File: src/rtl/tlb_fa_pkg.sv
package tlb_fa_pkg;
  localparam int DEF_ENTRIES = 16;
  localparam int DEF_VA_W    = 32;
  localparam int DEF_PA_W    = 32;
  localparam int DEF_OFF_W   = 12;
  localparam int DEF_BIG_W   = 22;
  localparam int DEF_PID_W   = 8;
  localparam int DEF_ATTR_W  = 4;

  // where a fill lands
  typedef enum logic [1:0] {
    SRC_DUP  = 2'd0,
    SRC_FREE = 2'd1,
    SRC_LRU  = 2'd2
  } fill_src_e;
endpackage

File: src/rtl/tlb_first_set.sv
module tlb_first_set #(
  parameter int N     = 16,
  parameter int IDX_W = (N > 1) ? $clog2(N) : 1
) (
  input  logic [N-1:0]     vec,
  output logic             found,
  output logic [IDX_W-1:0] idx
);
  always_comb begin
    found = |vec;
    idx   = '0;
    for (int i = N - 1; i >= 0; i--) begin
      if (vec[i]) idx = IDX_W'(i);
    end
  end
endmodule

File: src/rtl/tlb_tag_cmp.sv
module tlb_tag_cmp #(
  parameter int N      = 16,
  parameter int VPN_W  = 20,
  parameter int BIG_SH = 10,
  parameter int PID_W  = 8
) (
  input  logic             e_valid [N],
  input  logic [VPN_W-1:0] e_vpn   [N],
  input  logic             e_super [N],
  input  logic [PID_W-1:0] e_pid   [N],
  input  logic             e_large [N],
  input  logic [VPN_W-1:0] q_vpn,
  input  logic             q_super,
  input  logic [PID_W-1:0] q_pid,
  output logic [N-1:0]     hit_vec
);
  for (genvar g = 0; g < N; g++) begin : g_cmp
    logic class_ok;
    logic id_ok;
    logic page_ok;
    assign class_ok = (e_super[g] == q_super);
    assign id_ok    = e_super[g] || (e_pid[g] == q_pid);
    assign page_ok  = e_large[g]
                      ? (e_vpn[g][VPN_W-1:BIG_SH] == q_vpn[VPN_W-1:BIG_SH])
                      : (e_vpn[g] == q_vpn);
    assign hit_vec[g] = e_valid[g] && class_ok && id_ok && page_ok;
  end
endmodule

File: src/rtl/tlb_age_lru.sv
module tlb_age_lru #(
  parameter int N     = 16,
  parameter int IDX_W = (N > 1) ? $clog2(N) : 1
) (
  input  logic             clk,
  input  logic             rst,
  input  logic             touch,
  input  logic [IDX_W-1:0] touch_idx,
  output logic [IDX_W-1:0] victim_idx
);
  logic [IDX_W-1:0] age [N];

  always_ff @(posedge clk) begin
    if (rst) begin
      for (int i = 0; i < N; i++) age[i] <= IDX_W'(i);
    end else if (touch) begin
      for (int i = 0; i < N; i++) begin
        if (IDX_W'(i) == touch_idx)      age[i] <= '0;
        else if (age[i] < age[touch_idx]) age[i] <= age[i] + 1'b1;
      end
    end
  end

  always_comb begin
    victim_idx = '0;
    for (int i = 0; i < N; i++) begin
      if (age[i] == IDX_W'(N - 1)) victim_idx = IDX_W'(i);
    end
  end
endmodule

File: src/rtl/tlb_fa_lru.sv
module tlb_fa_lru
  import tlb_fa_pkg::*;
#(
  parameter int ENTRIES = DEF_ENTRIES,
  parameter int VA_W    = DEF_VA_W,
  parameter int PA_W    = DEF_PA_W,
  parameter int OFF_W   = DEF_OFF_W,
  parameter int BIG_W   = DEF_BIG_W,
  parameter int PID_W   = DEF_PID_W,
  parameter int ATTR_W  = DEF_ATTR_W
) (
  input  logic                  clk,
  input  logic                  rst,
  input  logic                  lk_valid,
  input  logic [VA_W-1:0]       lk_vaddr,
  input  logic                  lk_super,
  input  logic [PID_W-1:0]      lk_pid,
  input  logic                  fill_valid,
  input  logic [VA_W-OFF_W-1:0] fill_vpn,
  input  logic                  fill_super,
  input  logic [PID_W-1:0]      fill_pid,
  input  logic                  fill_large,
  input  logic [PA_W-OFF_W-1:0] fill_ppn,
  input  logic [ATTR_W-1:0]     fill_attr,
  input  logic                  inv_class_valid,
  input  logic                  inv_class_super,
  input  logic                  inv_page_valid,
  input  logic [VA_W-OFF_W-1:0] inv_page_vpn,
  input  logic                  inv_page_super,
  input  logic [PID_W-1:0]      inv_page_pid,
  output logic                  res_valid,
  output logic                  res_hit,
  output logic                  res_large,
  output logic [PA_W-1:0]       res_paddr,
  output logic [PA_W-OFF_W-1:0] res_ppn,
  output logic [ATTR_W-1:0]     res_attr
);
  localparam int VPN_W  = VA_W - OFF_W;
  localparam int PPN_W  = PA_W - OFF_W;
  localparam int BIG_SH = BIG_W - OFF_W;
  localparam int IDX_W  = (ENTRIES > 1) ? $clog2(ENTRIES) : 1;

  // entry storage
  logic             e_valid [ENTRIES];
  logic [VPN_W-1:0] e_vpn   [ENTRIES];
  logic             e_super [ENTRIES];
  logic [PID_W-1:0] e_pid   [ENTRIES];
  logic             e_large [ENTRIES];
  logic [PPN_W-1:0] e_ppn   [ENTRIES];
  logic [ATTR_W-1:0] e_attr [ENTRIES];

  logic [ENTRIES-1:0] lk_vec, dup_vec, pg_vec, free_vec, kill_vec;
  logic               lk_found, dup_found, free_found;
  logic [IDX_W-1:0]   lk_idx, dup_idx, free_idx, victim_idx, slot_idx;
  logic               touch;
  logic [IDX_W-1:0]   touch_idx;
  fill_src_e          fill_src;

  // three parallel comparator banks: lookup, fill duplicate, page invalidate
  tlb_tag_cmp #(.N(ENTRIES), .VPN_W(VPN_W), .BIG_SH(BIG_SH), .PID_W(PID_W)) u_cmp_lk (
    .e_valid(e_valid), .e_vpn(e_vpn), .e_super(e_super), .e_pid(e_pid), .e_large(e_large),
    .q_vpn(lk_vaddr[VA_W-1:OFF_W]), .q_super(lk_super), .q_pid(lk_pid), .hit_vec(lk_vec)
  );

  tlb_tag_cmp #(.N(ENTRIES), .VPN_W(VPN_W), .BIG_SH(BIG_SH), .PID_W(PID_W)) u_cmp_dup (
    .e_valid(e_valid), .e_vpn(e_vpn), .e_super(e_super), .e_pid(e_pid), .e_large(e_large),
    .q_vpn(fill_vpn), .q_super(fill_super), .q_pid(fill_pid), .hit_vec(dup_vec)
  );

  tlb_tag_cmp #(.N(ENTRIES), .VPN_W(VPN_W), .BIG_SH(BIG_SH), .PID_W(PID_W)) u_cmp_pg (
    .e_valid(e_valid), .e_vpn(e_vpn), .e_super(e_super), .e_pid(e_pid), .e_large(e_large),
    .q_vpn(inv_page_vpn), .q_super(inv_page_super), .q_pid(inv_page_pid), .hit_vec(pg_vec)
  );

  tlb_first_set #(.N(ENTRIES), .IDX_W(IDX_W)) u_pick_lk (
    .vec(lk_vec), .found(lk_found), .idx(lk_idx)
  );

  tlb_first_set #(.N(ENTRIES), .IDX_W(IDX_W)) u_pick_dup (
    .vec(dup_vec), .found(dup_found), .idx(dup_idx)
  );

  tlb_first_set #(.N(ENTRIES), .IDX_W(IDX_W)) u_pick_free (
    .vec(free_vec), .found(free_found), .idx(free_idx)
  );

  tlb_age_lru #(.N(ENTRIES), .IDX_W(IDX_W)) u_age (
    .clk(clk), .rst(rst), .touch(touch), .touch_idx(touch_idx), .victim_idx(victim_idx)
  );

  for (genvar g = 0; g < ENTRIES; g++) begin : g_ent
    assign free_vec[g] = !e_valid[g];
    assign kill_vec[g] = (inv_class_valid && e_valid[g] && (e_super[g] == inv_class_super))
                       || (inv_page_valid && pg_vec[g]);
  end

  // fill placement: duplicate, then free, then least recent
  always_comb begin
    if (dup_found) begin
      fill_src = SRC_DUP;
      slot_idx = dup_idx;
    end else if (free_found) begin
      fill_src = SRC_FREE;
      slot_idx = free_idx;
    end else begin
      fill_src = SRC_LRU;
      slot_idx = victim_idx;
    end
  end

  // a fill claims the recency update over a same-cycle hit
  assign touch     = fill_valid || (lk_valid && lk_found);
  assign touch_idx = fill_valid ? slot_idx : lk_idx;

  always_ff @(posedge clk) begin
    if (rst) begin
      for (int i = 0; i < ENTRIES; i++) e_valid[i] <= 1'b0;
    end else begin
      for (int i = 0; i < ENTRIES; i++) begin
        if (fill_valid && (slot_idx == IDX_W'(i))) begin
          e_valid[i] <= 1'b1;
        end else if (kill_vec[i]) begin
          e_valid[i] <= 1'b0;
        end
      end
    end
  end

  // payload carries no reset
  always_ff @(posedge clk) begin
    for (int i = 0; i < ENTRIES; i++) begin
      if (fill_valid && (slot_idx == IDX_W'(i))) begin
        e_vpn[i]   <= fill_vpn;
        e_super[i] <= fill_super;
        e_pid[i]   <= fill_pid;
        e_large[i] <= fill_large;
        e_ppn[i]   <= fill_ppn;
        e_attr[i]  <= fill_attr;
      end
    end
  end

  // registered result
  always_ff @(posedge clk) begin
    if (rst) begin
      res_valid <= 1'b0;
      res_hit   <= 1'b0;
      res_large <= 1'b0;
      res_paddr <= '0;
      res_ppn   <= '0;
      res_attr  <= '0;
    end else begin
      res_valid <= lk_valid;
      if (lk_valid && lk_found) begin
        res_hit   <= 1'b1;
        res_large <= e_large[lk_idx];
        res_ppn   <= e_ppn[lk_idx];
        res_attr  <= e_attr[lk_idx];
        if (e_large[lk_idx])
          res_paddr <= {e_ppn[lk_idx][PPN_W-1:BIG_SH], lk_vaddr[BIG_W-1:0]};
        else
          res_paddr <= {e_ppn[lk_idx], lk_vaddr[OFF_W-1:0]};
      end else begin
        res_hit   <= 1'b0;
        res_large <= 1'b0;
        res_ppn   <= '0;
        res_attr  <= '0;
        res_paddr <= '0;
      end
    end
  end
endmodule

File: config.mk
export PLATFORM = sky130hd
export DESIGN_NAME = tlb_fa_lru
export DESIGN_NICKNAME = d
export VERILOG_FILES = /design/src/rtl/tlb_fa_pkg.sv /design/src/rtl/tlb_first_set.sv /design/src/rtl/tlb_tag_cmp.sv /design/src/rtl/tlb_age_lru.sv /design/src/rtl/tlb_fa_lru.sv
export SDC_FILE = /design/constraint.sdc
export NUM_CORES = 2
export LEC_CHECK = 0
export BUFFER_PORTS_ARGS = -buffer_cell sky130_fd_sc_hd__buf_2
export CAP_MARGIN = 20
export CORE_ASPECT_RATIO = 1.75
export CORE_MARGIN = 4
export CORE_UTILIZATION = 45
export CTS_BUF_LIST = sky130_fd_sc_hd__clkbuf_8
export DETAILED_ROUTE_END_ITERATION = 6
export HOLD_SLACK_MARGIN = 0.12
export SYNTH_ARGS = -nofsm -noshare
export SYNTH_HDL_FRONTEND = slang
export SYNTH_SLANG_ARGS = --single-unit
File: constraint.sdc
create_clock -name clk -period 18.55 [get_ports clk]
set_input_delay 1.855 -clock clk [delete_from_list [all_inputs] [get_ports clk]]
set_output_delay 1.855 -clock clk [all_outputs]
set_load 0.01 [all_outputs]
==> results.sh <==
export IMPL_hold_viol=0
export IMPL_peakVddDrop_mv=0.0727
export IMPL_syn_avg_cell_area_sq_um=11.9
export IMPL_worstSetupEndpointType="flip-flop"
export IMPL_hold_buffers=0
export IMPL_p_leak_nw=21.0
export IMPL_vias_per_cell=6.08
export IMPL_yosysMostFrequentCell="edfxtp_1"
export IMPL_syn_nets=4849
export IMPL_hpwl_mm=127
export IMPL_die_y_um=473
export IMPL_cts_tree="done"
export IMPL_start_kind="primary input"
export IMPL_tightestPinTransition_ps=1290
export IMPL_regArea_sq_mm=0.0292
export IMPL_holdPathStages=2
export IMPL_setup_tns_ps=0
export IMPL_stdcell_count=6563
export IMPL_cp_max_fo=70
export IMPL_detail_route_first_pass_iterations=6
export IMPL_place_area_sq_mm=0.0579
export IMPL_final_util_pct=49.6
export IMPL_die_w_um=274
export IMPL_wl_per_cell_um=29.9
export IMPL_area_delta_synth_final_pct=9.36
export IMPL_synth_top_area_share_pct=50.1
export IMPL_critical_path_arrival_ps=9240
export IMPL_drc=0
export IMPL_root_buffer="clkbuf_8"
export IMPL_cts_sinks=993
export IMPL_powerDensity_mw_per_mm2=79.7
export IMPL_clkLatencyLatePin_ps=890
export IMPL_rows=170
export IMPL_outcome="complete, no violations"
export IMPL_reg2reg_to="u_age.age[8][0]"
export IMPL_synthTopCellsByArea="edfxtp_1, xor2_1, xnor2_1"
export IMPL_final_area_sq_mm=0.0609
export IMPL_clock_fmax_mhz=115
export IMPL_dieArea_sq_mm=0.130
export IMPL_drive_gt1_share_pct=12.4
export IMPL_layout_min_cycle_time_ps=8730
export IMPL_track_usage_pct=29.6
export IMPL_slew_headroom_pct=12.9
export IMPL_period_share_pct=47.1
export IMPL_pin_count=190
export IMPL_start_util_pct=45.4
export IMPL_drt_wl_total_mm=196
export IMPL_antenna_found_initial=36
export IMPL_dp_cells=6250
export IMPL_synth_flop_cell="edfxtp_1"
export IMPL_critPathLaunch="lk_vaddr[15]"
export IMPL_drtIter0Drc=3752
export IMPL_multi_input_area_sq_mm=0.0250
export IMPL_critPathKind="primary input to flip-flop"
export IMPL_min_from="e_valid[15]"
export IMPL_grt_ovfl_total=0
export IMPL_syn_area_sq_mm=0.0557
export IMPL_ys_ff_latch=993
export IMPL_synthCells=4670
export IMPL_dr_total_vias=39900
export IMPL_drtAntennaViolNets=0
export IMPL_num_fill_cells=11000
export IMPL_layout_nets=4950
export IMPL_critPathRequiredTime_ps=19060
export IMPL_core_area_sq_mm=0.123
export IMPL_post_cts_buffers=0
export IMPL_holdPathEnd="e_valid[15]"
export IMPL_slew_violations=0
export IMPL_grt_pass1_vias=39800
export IMPL_clockBufferDepth=3
export IMPL_ys_seq_area_share_pct=52.4
export IMPL_synth_common_cells="edfxtp_1, xor2_1, xnor2_1"
export IMPL_rsz0062_at_grt="false"
export IMPL_path_clk_slew_ps=70
export IMPL_gp_congestion=1.01
export IMPL_r2r_start="e_vpn[2]"
export IMPL_drv_cap=0
export IMPL_r2r_cells=22
export IMPL_synth_edf_count=928
export IMPL_htree_levels=4
export IMPL_power_mw=4.85
export IMPL_fin_worst_skew_ps=48.2
export IMPL_cts_buffers=150
export IMPL_port_buffers=189
export IMPL_yosysWarnings=0
export IMPL_cts_resized_gates=0
export IMPL_yosys_area_top_type="edfxtp_1"
export IMPL_grt_first_pass_wirelength_mm=277
export IMPL_hold_path_class="flip-flop to flip-flop"
export IMPL_ys_types=89
export IMPL_rrSetupSlack_ps=10840
export IMPL_grt_max_degree=133
export IMPL_setup_viol=0
export IMPL_ys_async_sr_fraction_pct=0
-- registers in the layout, indices dropped and copies added (netlist names), 16 cells and up --
signal / flops
e_valid: 16
u_age.age: 64
e_vpn: 320
res_paddr: 32
e_attr: 64
e_ppn: 320
e_super: 16
e_large: 16
e_pid: 128
-- through the flow --
stage	hold WS (ps)	setup slack [ps]
after detailed placement	638	9080
after CTS	649	10040
after floorplan	602	11070
final	659	9820
after global routing	698	9660
after global placement	634	9120
-- where the power goes --
group	switching, mW	leakage, nW	total [mW]	internal, mW
registers	0.0379	8.95	2.52	2.49
clock network	0.893	1.63	1.80	0.905
logic	0.356	10.4	0.530	0.175
total	1.29	21.0	4.85	3.57
-- placed cells by master (no fill, tap or decap), types with 83 or more instances in the layout --
cell	synthesis	final
a211oi_1	99	99
a21oi_1	158	157
buf_2	103	189
clkbuf_8	0	162
edfxtp_1	928	928
inv_1	40	83
mux2_2	103	103
mux2i_1	116	116
nand2_1	129	129
nand3_1	130	130
nand4_1	184	184
nor2_1	200	189
nor3_1	164	164
nor4_1	184	184
xnor2_1	578	578
xor2_1	776	776
-- cell families (layout without fill, tap and decap cells) --
kind of cell	count (synthesis)	count (layout)	synth area share (%)
compound gates	536	536	6.76
flops	993	993	52.4
xor+xnor	1354	1354	21.3
buf+inv	355	572	2.97
mux	221	221	4.22
other cells	0	42	0
simple gates	1151	1151	11.1
fa+ha+maj	60	60	1.30
-- layout make-up --
class	instances	area share (%)
diodes	42	0.173
clock inverters	106	1.08
inverters	42	0.261
well taps	1634	3.36
flip-flops and latches	993	47.9
multi-input cells	3322	41.1
repair buffers	262	2.50
clock buffers	162	3.66
-- worst max-delay path, cell delays in order --
cell,delay (ps)
buf_2,600
xor2_1,140
nor4_1,310
a41oi_1,570
a211oi_1,630
o21ai_0,260
a211o_1,340
a31oi_4,170
buf_4,640
nand2_1,270
nand2_1,130
buf_4,330
nand2_1,120
nand3_1,90
o21ai_0,100
a21oi_1,250
o221ai_2,450
ha_1,420
or3_1,360
o21ai_0,90
a21oi_1,100
maj3_1,440
o21ai_0,460
-- worst max path at each step --
stage                       to  slack [ps]  depth (start not counted)
6_report       u_age.age[8][0]        9820                         23
5_1_grt        u_age.age[8][0]        9660                         23
4_1_cts        u_age.age[8][3]       10040                         23
3_5_place_dp   u_age.age[8][2]        9080                         23
3_3_place_gp   u_age.age[8][0]        9120                         23
2_1_floorplan  u_age.age[8][0]       11070                         26
-- layer usage --
layer	global-route usage (%)	wire length, um
met5	0	158
met4	22.6	17900
met3	5.97	13500
met2	50.4	95100
met1	32.4	69700
(Power assumes the default switching activity.)
